$ cat src/rtl/sdc_pkg.sv
// Shared types and opcode decode for the serial display command engine.
// Assumes 8-bit opcodes; the read set is fixed.
package sdc_pkg;

    typedef enum logic [2:0] {
        ST_IDLE,
        ST_CMD,
        ST_PAR,
        ST_RD,
        ST_GAP
    } sdc_state_e;

    typedef enum logic [1:0] {
        RATE_CMD,
        RATE_FAST,
        RATE_READ
    } sdc_rate_e;

    localparam logic [7:0] OP_IDENT  = 8'h04;
    localparam logic [7:0] OP_STATUS = 8'h09;

    // True for opcodes that return data from the display.
    function automatic logic is_read_op(input logic [7:0] op);
        logic hit;
        case (op)
            8'h04, 8'h06, 8'h07, 8'h08, 8'h09, 8'h0A, 8'h0B, 8'h0C,
            8'h0D, 8'h0E, 8'h0F, 8'h2E, 8'h3E, 8'h45, 8'h52, 8'h54,
            8'h56, 8'h5F, 8'hA1, 8'hA8: hit = 1'b1;
            default:                    hit = 1'b0;
        endcase
        return hit;
    endfunction

    // True for reads whose reply starts with one dummy bit.
    function automatic logic has_lead_bit(input logic [7:0] op);
        return (op == OP_IDENT) || (op == OP_STATUS);
    endfunction

endpackage

$ cat src/rtl/sdc_rate_sel.sv
// Serial clock rate selector.
// Computes the half period, in system clocks, for each of three serial
// rates and returns the selected one. Assumes SYS_HZ >= 2 * MAX_SCLK_HZ.
module sdc_rate_sel
    import sdc_pkg::*;
#(
    parameter int SYS_HZ      = 100_000_000,
    parameter int MAX_SCLK_HZ = 25_000_000,
    parameter int CMD_CAP_HZ  = 10_000_000,
    parameter int READ_CAP_HZ = 2_000_000,
    parameter int HALF_W      = 26
) (
    input  sdc_rate_e         rate,
    output logic [HALF_W-1:0] half
);
    localparam int CMD_HZ  = (CMD_CAP_HZ < MAX_SCLK_HZ) ? CMD_CAP_HZ : MAX_SCLK_HZ;
    localparam int RD_HZ   = (READ_CAP_HZ < MAX_SCLK_HZ / 2) ? READ_CAP_HZ : MAX_SCLK_HZ / 2;
    localparam int FAST_HC = (SYS_HZ + 2 * MAX_SCLK_HZ - 1) / (2 * MAX_SCLK_HZ);
    localparam int CMD_HC  = (SYS_HZ + 2 * CMD_HZ - 1) / (2 * CMD_HZ);
    localparam int RD_HC   = (SYS_HZ + 2 * RD_HZ - 1) / (2 * RD_HZ);
    localparam int FAST_H  = (FAST_HC < 1) ? 1 : FAST_HC;
    localparam int CMD_H   = (CMD_HC < 1) ? 1 : CMD_HC;
    localparam int RD_H    = (RD_HC < 1) ? 1 : RD_HC;

    // Pick the half period for the requested rate.
    always_comb begin
        case (rate)
            RATE_FAST: half = HALF_W'(FAST_H);
            RATE_READ: half = HALF_W'(RD_H);
            default:   half = HALF_W'(CMD_H);
        endcase
    end

endmodule

$ cat src/rtl/sdc_shifter.sv
// One-byte serial shifter, SPI mode 0.
// A start loads a byte and its half period. MOSI updates while SCLK is low,
// and MISO is sampled as SCLK rises. byte_done is high in the cycle whose
// edge brings the last falling SCLK, so a new start at that edge follows
// with no idle cycle.
module sdc_shifter #(
    parameter int HALF_W = 26
) (
    input  logic              clk,
    input  logic              rst_n,
    input  logic              start,
    input  logic [7:0]        tx_byte,
    input  logic [HALF_W-1:0] half,
    input  logic              miso,
    output logic              sclk,
    output logic              mosi,
    output logic              byte_done,
    output logic [7:0]        rx_byte
);
    logic [HALF_W-1:0] tick_q;
    logic [HALF_W-1:0] half_q;
    logic [7:0]        tx_q;
    logic [7:0]        rx_q;
    logic [2:0]        bit_q;
    logic              active_q;
    logic              tick_end;

    assign tick_end  = active_q && (tick_q == half_q);
    assign byte_done = tick_end && sclk && (bit_q == 3'd7);
    assign mosi      = tx_q[7];
    assign rx_byte   = rx_q;

    // Bit timing, shift-out and sample-in.
    always_ff @(posedge clk) begin
        if (!rst_n) begin
            tick_q   <= '0;
            half_q   <= '0;
            tx_q     <= '0;
            rx_q     <= '0;
            bit_q    <= '0;
            active_q <= 1'b0;
            sclk     <= 1'b0;
        end else if (start) begin
            active_q <= 1'b1;
            tx_q     <= tx_byte;
            half_q   <= half;
            tick_q   <= HALF_W'(1);
            bit_q    <= '0;
            sclk     <= 1'b0;
        end else if (active_q) begin
            if (tick_end) begin
                tick_q <= HALF_W'(1);
                if (!sclk) begin
                    sclk <= 1'b1;
                    rx_q <= {rx_q[6:0], miso};
                end else begin
                    sclk <= 1'b0;
                    if (bit_q == 3'd7) begin
                        active_q <= 1'b0;
                    end else begin
                        bit_q <= bit_q + 3'd1;
                        tx_q  <= {tx_q[6:0], 1'b0};
                    end
                end
            end else begin
                tick_q <= tick_q + HALF_W'(1);
            end
        end
    end

endmodule

$ cat src/rtl/sdc_rd_align.sv
// Read byte output stage.
// In lead-bit mode it holds one byte and emits each output byte as the held
// byte shifted left by one, topped up with the next byte's MSB. It emits
// nothing for the first byte in that mode. Otherwise bytes pass through
// unchanged. The output is registered with a one-cycle strobe.
module sdc_rd_align (
    input  logic       clk,
    input  logic       rst_n,
    input  logic       clear,
    input  logic       lead_bit,
    input  logic       in_valid,
    input  logic [7:0] in_byte,
    output logic       out_valid,
    output logic [7:0] out_byte
);
    logic [7:0] held_q;
    logic       have_q;

    // Merge adjacent bytes or pass through, one strobe per output byte.
    always_ff @(posedge clk) begin
        if (!rst_n) begin
            held_q    <= '0;
            have_q    <= 1'b0;
            out_valid <= 1'b0;
            out_byte  <= '0;
        end else if (clear) begin
            have_q    <= 1'b0;
            out_valid <= 1'b0;
        end else begin
            out_valid <= 1'b0;
            if (in_valid) begin
                if (lead_bit && !have_q) begin
                    have_q <= 1'b1;
                    held_q <= in_byte;
                end else if (lead_bit) begin
                    out_byte  <= {held_q[6:0], in_byte[7]};
                    out_valid <= 1'b1;
                    held_q    <= in_byte;
                end else begin
                    out_byte  <= in_byte;
                    out_valid <= 1'b1;
                end
            end
        end
    end

endmodule

$ cat src/rtl/sdc_engine.sv
// Serial display command engine.
// Accepts one request at a time and sends the opcode with dc low. A write
// then streams count parameter bytes with dc high. A read opcode instead
// receives count bytes, plus one for lead-bit opcodes, at the read rate with
// dc low. Chip select frames each request and is released for CS_GAP cycles
// afterwards. Assumes the host holds par_data valid until par_take.
module sdc_engine
    import sdc_pkg::*;
#(
    parameter int SYS_HZ         = 100_000_000,
    parameter int MAX_SCLK_HZ    = 25_000_000,
    parameter int CMD_CAP_HZ     = 10_000_000,
    parameter int READ_CAP_HZ    = 2_000_000,
    parameter int SLOW_MAX_BYTES = 64,
    parameter int LEN_W          = 16,
    parameter int CS_GAP         = 2
) (
    input  logic             clk,
    input  logic             rst_n,
    input  logic             req_valid,
    output logic             req_ready,
    input  logic [7:0]       req_opcode,
    input  logic [LEN_W-1:0] req_count,
    input  logic             req_pixel,
    input  logic [7:0]       par_data,
    output logic             par_take,
    output logic             req_err,
    output logic             sclk,
    output logic             mosi,
    input  logic             miso,
    output logic             cs_n,
    output logic             dc,
    output logic             rd_valid,
    output logic [7:0]       rd_data
);
    localparam int HALF_W = $clog2(SYS_HZ / 2 + 2);
    localparam int GAP_W  = $clog2(CS_GAP + 2);

    sdc_state_e        state_q;
    logic              read_q;
    logic              lead_q;
    logic              pixel_q;
    logic [LEN_W-1:0]  count_q;
    logic [LEN_W-1:0]  rem_q;
    logic [GAP_W-1:0]  gap_q;

    logic              in_cmd;
    logic              in_rd;
    logic              req_is_rd;
    logic              req_lead;
    logic              req_bad;
    logic              accept;
    logic              launch;
    logic              byte_done;
    logic              more;
    logic              next_byte;
    logic              sh_start;
    logic [7:0]        sh_tx;
    logic [7:0]        sh_rx;
    logic              long_pixel;
    sdc_rate_e         rate;
    logic [HALF_W-1:0] half;

    // Request decode and per-cycle control strobes.
    always_comb begin
        in_cmd     = (state_q == ST_CMD);
        in_rd      = (state_q == ST_RD);
        req_is_rd  = is_read_op(req_opcode);
        req_lead   = has_lead_bit(req_opcode);
        req_bad    = req_is_rd && ((req_count == '0) ||
                     (req_lead && (req_count != LEN_W'(3)) && (req_count != LEN_W'(4))));
        req_ready  = (state_q == ST_IDLE);
        accept     = req_ready && req_valid;
        launch     = accept && !req_bad;
        more       = (rem_q != '0);
        next_byte  = byte_done && more && (in_cmd || in_rd || (state_q == ST_PAR));
        par_take   = next_byte && !read_q;
        sh_start   = launch || next_byte;
        sh_tx      = launch ? req_opcode : (read_q ? 8'h00 : par_data);
        long_pixel = pixel_q && (count_q > LEN_W'(SLOW_MAX_BYTES));
    end

    // Rate for the byte about to start.
    always_comb begin
        if (state_q == ST_IDLE) begin
            rate = req_is_rd ? RATE_READ : RATE_CMD;
        end else if (read_q) begin
            rate = RATE_READ;
        end else if (long_pixel) begin
            rate = RATE_FAST;
        end else begin
            rate = RATE_CMD;
        end
    end

    // Frame sequencing, chip select, dc and the reject pulse.
    always_ff @(posedge clk) begin
        if (!rst_n) begin
            state_q <= ST_IDLE;
            read_q  <= 1'b0;
            lead_q  <= 1'b0;
            pixel_q <= 1'b0;
            count_q <= '0;
            rem_q   <= '0;
            gap_q   <= '0;
            cs_n    <= 1'b1;
            dc      <= 1'b0;
            req_err <= 1'b0;
        end else begin
            req_err <= accept && req_bad;
            case (state_q)
                ST_IDLE: begin
                    if (launch) begin
                        state_q <= ST_CMD;
                        cs_n    <= 1'b0;
                        dc      <= 1'b0;
                        read_q  <= req_is_rd;
                        lead_q  <= req_lead;
                        pixel_q <= req_pixel;
                        count_q <= req_count;
                        rem_q   <= req_count + LEN_W'(req_lead);
                    end
                end
                ST_CMD: begin
                    if (byte_done) begin
                        if (more) begin
                            state_q <= read_q ? ST_RD : ST_PAR;
                            dc      <= !read_q;
                            rem_q   <= rem_q - LEN_W'(1);
                        end else begin
                            state_q <= ST_GAP;
                            cs_n    <= 1'b1;
                            dc      <= 1'b0;
                            gap_q   <= GAP_W'(1);
                        end
                    end
                end
                ST_PAR, ST_RD: begin
                    if (byte_done) begin
                        if (more) begin
                            rem_q <= rem_q - LEN_W'(1);
                        end else begin
                            state_q <= ST_GAP;
                            cs_n    <= 1'b1;
                            dc      <= 1'b0;
                            gap_q   <= GAP_W'(1);
                        end
                    end
                end
                ST_GAP: begin
                    if (gap_q >= GAP_W'(CS_GAP)) begin
                        state_q <= ST_IDLE;
                    end else begin
                        gap_q <= gap_q + GAP_W'(1);
                    end
                end
                default: state_q <= ST_IDLE;
            endcase
        end
    end

    sdc_rate_sel #(
        .SYS_HZ      (SYS_HZ),
        .MAX_SCLK_HZ (MAX_SCLK_HZ),
        .CMD_CAP_HZ  (CMD_CAP_HZ),
        .READ_CAP_HZ (READ_CAP_HZ),
        .HALF_W      (HALF_W)
    ) u_rate (
        .rate (rate),
        .half (half)
    );

    sdc_shifter #(
        .HALF_W (HALF_W)
    ) u_shift (
        .clk       (clk),
        .rst_n     (rst_n),
        .start     (sh_start),
        .tx_byte   (sh_tx),
        .half      (half),
        .miso      (miso),
        .sclk      (sclk),
        .mosi      (mosi),
        .byte_done (byte_done),
        .rx_byte   (sh_rx)
    );

    sdc_rd_align u_align (
        .clk       (clk),
        .rst_n     (rst_n),
        .clear     (launch),
        .lead_bit  (lead_q),
        .in_valid  (byte_done && in_rd),
        .in_byte   (sh_rx),
        .out_valid (rd_valid),
        .out_byte  (rd_data)
    );

endmodule

$ cat config.mk
export PLATFORM = sky130hd
export DESIGN_NAME = sdc_engine
export DESIGN_NICKNAME = d
export VERILOG_FILES = /design/src/rtl/sdc_pkg.sv /design/src/rtl/sdc_rate_sel.sv /design/src/rtl/sdc_shifter.sv /design/src/rtl/sdc_rd_align.sv /design/src/rtl/sdc_engine.sv
export SDC_FILE = /design/constraint.sdc
export NUM_CORES = 1
export LEC_CHECK = 0
export BUFFER_PORTS_ARGS = -buffer_cell sky130_fd_sc_hd__buf_2
export CELL_PAD_IN_SITES_DETAIL_PLACEMENT = 2
export CELL_PAD_IN_SITES_GLOBAL_PLACEMENT = 2
export CORE_MARGIN = 2
export CORE_UTILIZATION = 36
export CTS_CLUSTER_DIAMETER = 30
export DETAILED_ROUTE_END_ITERATION = 6
export PLACE_DENSITY_LB_ADDON = 0.1
export REMOVE_ABC_BUFFERS = 1
export SLEW_MARGIN = 5
export SYNTH_ARGS = -nofsm -noshare
export SYNTH_HDL_FRONTEND = slang
export SYNTH_SLANG_ARGS = --single-unit
$ cat constraint.sdc
create_clock -name clk -period 3.1 [get_ports clk]
set_input_delay 0.155 -clock clk [delete_from_list [all_inputs] [get_ports clk]]
set_output_delay 0.155 -clock clk [all_outputs]
set_load 0.01 [all_outputs]
# Word level (Yosys, flattened, before mapping)
# Index checks and enable logic that the tools add are counted.
dict set report totals {
  ff_bits 133
  inputBits 37
  wordCells 179
  out_inout_bits 16
}
dict set report classes {
  n_mux 51
  eq_ne 40
  addsub 5
  order_cmp 2
  n_bitwise 7
  n_reduce_logical 52
}
# op n
set op_table {}
lappend op_table {{$eq A8 B4 Y1 const B} 8}
lappend op_table {{$mux W8} 8}
lappend op_table {{$mux W16} 3}
lappend op_table {{$eq A8 B7 Y1 const B} 5}
lappend op_table {{$pmux W16 S2} 1}
lappend op_table {{$add A26 B1 Y26 const B} 1}
lappend op_table {{$eq A26 B26 Y1} 1}
lappend op_table {{$mux W26} 1}
lappend op_table {{$eq A8 B3 Y1 const B} 3}
lappend op_table {{$reduce_and A4 Y1} 6}
lappend op_table {{$reduce_or A20 Y1} 1}
lappend op_table {{$mux W1} 19}
lappend op_table {{$mux W3} 6}
lappend op_table {{$add A16 B1 Y16} 1}
lappend op_table {{$eq A8 B6 Y1 const B} 2}
lappend op_table {{$eq A8 B8 Y1 const B} 2}
lappend op_table {{$gt A16 B7 Y1 const B} 1}
lappend op_table {{$logic_not A16 Y1} 1}
lappend op_table {{$ne A16 B2 Y1 const B} 1}
lappend op_table {{$ne A16 B3 Y1 const B} 1}
lappend op_table {{$reduce_bool A16 Y1} 1}
lappend op_table {{$sub A16 B1 Y16 const B} 1}
lappend op_table {{$logic_and A1 B1 Y1} 15}
lappend op_table {{$mux W7} 2}
lappend op_table {{other kinds (27)} 66}

# Longest topological paths before layout
dict set report depth {
  depth_word 11
  ltp_mapped 11
  mapped_depth_nobuf 10
}

# Cells and area by module
# From an unflattened synthesis, not the netlist that was laid out.
dict set report unflattened {
  hier_cells 812
  area_unflattened_um2 7008.0
}
# module area_each_um2 instances cells_each seq_area_each_um2
set modules_own_cells {}
lappend modules_own_cells {sdc_shifter 3228.1 1 352 1461.4}
lappend modules_own_cells {sdc_engine 2810.2 1 363 860.8}
lappend modules_own_cells {sdc_rd_align 752.0 1 68 340.3}
lappend modules_own_cells {sdc_rate_sel 217.7 1 29 0.0}

# Worst setup path before layout
# OpenSTA, ideal clock, no wires.
dict set report synth_timing {
  kind {input -> register}
  startpoint {input port req_opcode[3]}
  endpoint {register rem_q[15]}
  stages 10
  setup_time_ns 0.092
  arrival_time_ns 2.363
  t_required_ns 3.008
  setup_slack_ns 0.645
  n_path_buf 1
  path_cell_list {clkbuf_1 > or3b_1 > a211oi_4 > ha_1 > nand3_1 > nor4_1 > nand3_1 > xnor2_1 > a21oi_1 > o32ai_1}
}
dict set report synth_via {
  elab_chain_cells 10
  elab_cells_between_ends 34
  classes_between {add/sub: 1; eq/ne: 21; mux: 3; reduce/logical: 9}
}
# item line
set synth_lines {}
lappend synth_lines {{start, declared} sdc_engine.sv:22} ;# input logic [7:0] req_opcode,
lappend synth_lines {{$eq A8 B3 Y1 / $eq A8 B4 Y1 (equally long branches)} sdc_pkg.sv:36} ;# return (op == OP_IDENT) || (op == OP_STATUS);
lappend synth_lines {{$logic_or A1 B1 Y1 *} sdc_pkg.sv:36}
lappend synth_lines {{net req_lead} sdc_engine.sv:50} ;# logic req_lead;
lappend synth_lines {{branches (longest 8 deep; another with $add A16 B1 Y16)} n/a}
lappend synth_lines {{end signal, assigned} sdc_engine.sv:121} ;# rem_q <= req_count + LEN_W'(req_lead);
lappend synth_lines {{end signal, assigned} sdc_engine.sv:129} ;# rem_q <= rem_q - LEN_W'(1);
lappend synth_lines {{end signal, assigned} sdc_engine.sv:141} ;# rem_q <= rem_q - LEN_W'(1);
lappend synth_lines {{end, declared} sdc_engine.sv:44} ;# logic [LEN_W-1:0] rem_q;
# Mark *: on every way through the listed nets, which the timed path passes. The select of a mux whose other input is x is not followed.
# A chain may end at the register's enable or synchronous reset.

# Worst setup path in the final report
dict set report layout_timing {
  startpoint {register u_shift.tick_q[21]}
  endpoint {output port par_take}
}
dict set report layout_via {
  elab_chain_cells 7
}
# item line
set layout_lines {}
lappend layout_lines {{start, declared} sdc_shifter.sv:20} ;# logic [HALF_W-1:0] tick_q;
lappend layout_lines {{start signal, assigned} sdc_shifter.sv:66} ;# tick_q <= tick_q + HALF_W'(1);
lappend layout_lines {{$eq A26 B26 Y1} sdc_shifter.sv:28} ;# assign tick_end = active_q && (tick_q == half_q);
lappend layout_lines {{$logic_and A1 B1 Y1} sdc_shifter.sv:28}
lappend layout_lines {{$logic_and A1 B1 Y1 (2 in series)} sdc_shifter.sv:29} ;# assign byte_done = tick_end && sclk && (bit_q == 3'd7);
lappend layout_lines {{$logic_and A1 B1 Y1 (2 in series)} sdc_engine.sv:76} ;# next_byte = byte_done && more && (in_cmd || in_rd || (state_q == ST_PAR));
lappend layout_lines {{$logic_and A1 B1 Y1} sdc_engine.sv:77} ;# par_take = next_byte && !read_q;
lappend layout_lines {{end, declared} sdc_engine.sv:26} ;# output logic par_take,
# Every way passes these cells.

==> flow_summary_export.csv <==
group,metric,value,unit
sta,fin_setup_tns,0,ns
cts,clock_sinks,111,
detailed_routing,wire_per_inst,19.6,um
setup_path,start_kind,"flip-flop",
synth,yosysWarnings,0,
flow_run,max_cap_viol_count,0,
detailed_routing,drtIter0Drc,215,
synth,synthArstFlopShare,0,%
power_and_ir_drop,combinationalPowerShare,19.4,%
die,io_pins,53,
cts,clk_latency,0.37,ns
cts,cts_post_setup_buffers_inserted,0,
global_routing,antenna_found_initial,0,
die,rows,46,
placement,port_buffers,52,
setup_path,end_kind,"output port",
final_layout,drive_above_1_share,15.2,%
setup_path,cp_max_fo,14,
synth,yosysTopAreaCell,"dfxtp_1",
detailed_routing,vias_per_cell,5.78,
sta,slew_viol_final,0,
cts,clock-root-buffer,"clkbuf_16",
detailed_routing,firstDrtPassIters,4,
sta,skew,0.00931,ns
setup_path,path_class,"flip-flop to output port",
sta,whs,0.0256,ns
die,core_area,15900,um^2
synth,synth_seq_cells,111,
min_path,hp-class,"primary input to flip-flop",
power_and_ir_drop,p_sw,1.13,mW
cts,cts_tree,"built",
status,outcome,"completed",
die,die_area,17400,um^2
cts,ctsResizeCount,0,
setup_path,crit_path_start,"u_shift.tick_q[21]$_SDFFE_PP0P_",
power_and_ir_drop,p_seq_share,45.6,%
global_routing,grt-ovfl-total,0,
die,die_h,132,um
power_and_ir_drop,netSwitchingFraction,32.9,%
power_and_ir_drop,p_int,2.31,mW
synth,syn-cell-area,5900,um^2
global_routing,grt_max_degree,49,
cts,h-tree-depth,3,
sta,slew-limit-headroom,45.7,%
sta,setup_viol,0,
synth,yosysTopAreaCellShare,37.7,%
power_and_ir_drop,irDropWorstVdd,0.000297,V
sta,rsz0062_at_grt,"false",
detailed_routing,ant_nets,0,
final_layout,fillers,1863,
synth,synth_commonest_cells,"dfxtp_1, nor2_1, a21oi_1",
synth,yosysMostFrequentCell,"dfxtp_1",
synth,synth_edf_count,0,
sta,min_period,2.97,ns
synth,ys_seq_area_share,37.7,%
power_and_ir_drop,cellPowerDensity,510,nW/um^2
die,start_util,37.0,%
final_layout,syn2layout_area_growth,14.4,%
cts,ctsHoldBuffers,0,
synth,synth_top_flop_cell,"dfxtp_1",
detailed_routing,drc_errors,0,
global_routing,grt_pass1_wl,32.3,mm
final_layout,seqCellArea,2220,um^2
global_routing,grt_pass1_vias,6062,
setup_path,rr_startpoint,"u_shift.tick_q[21]$_SDFFE_PP0P_",
placement,gp_congestion,0.797,
sta,fmax,0.337,GHz
power_and_ir_drop,pwr-share-clk,35.0,%
sta,tightest_slew,0.812,ns
detailed_routing,vias,5698,
final_layout,multiInputGateArea,3430,um^2
setup_path,crit_required,2.94,ns
cts,cts.path.max_buffers,2,
synth,synthTopCellsByArea,"dfxtp_1, nor2_1, a21oi_1",
die,die_w,132,um
sta,finalHoldViolations,0,
placement,hpwl,14.0,mm
synth,synth.avg_cell_area,8.18,um^2
synth,yosysUniqueCellTypes,68,
cts,clk_pin_slew,0.08,ns
final_layout,num_antenna_cells,0,
cts,numCtsBuffers,9,
detailed_routing,drt_wl_total,19.4,mm
synth,synth_cells,721,
global_routing,grt_util_all_layers,22.8,%
sta,post-route-period-util,95.7,%
power_and_ir_drop,p_leak,2.58,nW
final_layout,nets,812,
setup_path,arrival,2.81,ns
final_layout,postLayoutCoreUtil,42.3,%
min_path,min-delay-start,"miso",
[flip-flops by register name, indices dropped and copies added (netlist names), 2 cells and up]
signal,flops
u_shift.tick_q,26
count_q,16
rem_q,16
u_align.out_byte,8
u_shift.rx_byte,8
u_shift.tx_q,8
u_align.held_q,7
u_shift.half_q,4
state_q,3
u_shift.bit_q,3
gap_q,2
[per-layer routing]
| metal | global-route usage (%) | share of wire, % |
|---|---|---|
| met1 | 29.0 | 47 |
| met2 | 39.6 | 49 |
| met3 | 4.50 | 2.6 |
| met4 | 5.56 | 1.5 |
| met5 | 0 | 0 |
[cell families (layout without fill, tap and decap cells)]
family	after synthesis	count (layout)	share of synthesized area [%]
fa+ha+maj	10	10	2.12
xor+xnor	43	43	6.38
flops	111	111	37.7
buf+inv	65	114	4.37
compound gates	167	167	18.7
mux	38	38	6.66
simple gates	287	287	24.1
[area by class of cell]
class	instances	share of cell area, %
Clock inverter	7	1.02
Multi-Input combinational cell	545	50.8
Tap cell	216	4.00
Inverter	23	1.28
Sequential cell	111	32.9
Clock buffer	9	3.34
Timing Repair Buffer	75	6.60
[worst paths after layout]
kind / endpoint / slack (ns) / cells past startpoint
worst min register to register: dc$_SDFFE_PN0P_ / 0.48 / 2
worst min-delay path: u_shift.rx_byte[0]$_SDFFE_PN0P_ / 0.03 / 3
worst max register to register: u_align.out_byte[2]$_SDFFE_PN0P_ / 0.31 / 7
worst max-delay path: par_take / 0.13 / 6
[placed cells by master (no fill, tap or decap), drive strengths merged, types with 9 or more instances in the layout]
| cell | synthesis | final |
|---|---|---|
| a21oi | 57 | 57 |
| and3 | 11 | 11 |
| buf | 7 | 75 |
| clkbuf | 35 | 9 |
| dfxtp | 111 | 111 |
| ha | 10 | 10 |
| inv | 22 | 27 |
| mux2 | 10 | 10 |
| mux2i | 28 | 28 |
| nand2 | 51 | 51 |
| nand3 | 43 | 43 |
| nand4 | 15 | 15 |
| nor2 | 91 | 91 |
| nor3 | 17 | 17 |
| nor4 | 23 | 23 |
| o21ai | 37 | 37 |
| o32ai | 9 | 9 |
| xnor2 | 21 | 21 |
| xor2 | 22 | 22 |
[power groups by stage]
stage / logic (mW) / clock network (mW) / registers, mW
final: 0.669 / 1.21 / 1.57
after global routing: 0.745 / 1.30 / 1.58
after CTS: 0.672 / 1.24 / 1.57
after detailed placement: 0.665 / 0 / 1.60
after global placement: 0.640 / 0 / 1.60
after floorplan: 0.402 / 0 / 1.58
[per-stage QoR]
step	total power [mW]	setup WS, ns	cells	area, um^2
after floorplan	1.98	-0.508	679	5730
after global placement	2.24	0.244	970	6450
after detailed placement	2.27	0.284	970	6450
after CTS	3.48	0.154	986	6750
after global routing	3.63	0.0287	986	6750
final	3.44	0.133	986	6750
[worst max-delay path, stage by stage (launching register included)]
cell and delay [ns]:
dfxtp_1 0.34, nor4_1 0.51, nand4_1 0.30, or3_1 0.63, or2_2 0.42, nor2_1 0.10, buf_2 0.14
Power figures use the tool's default switching activity.
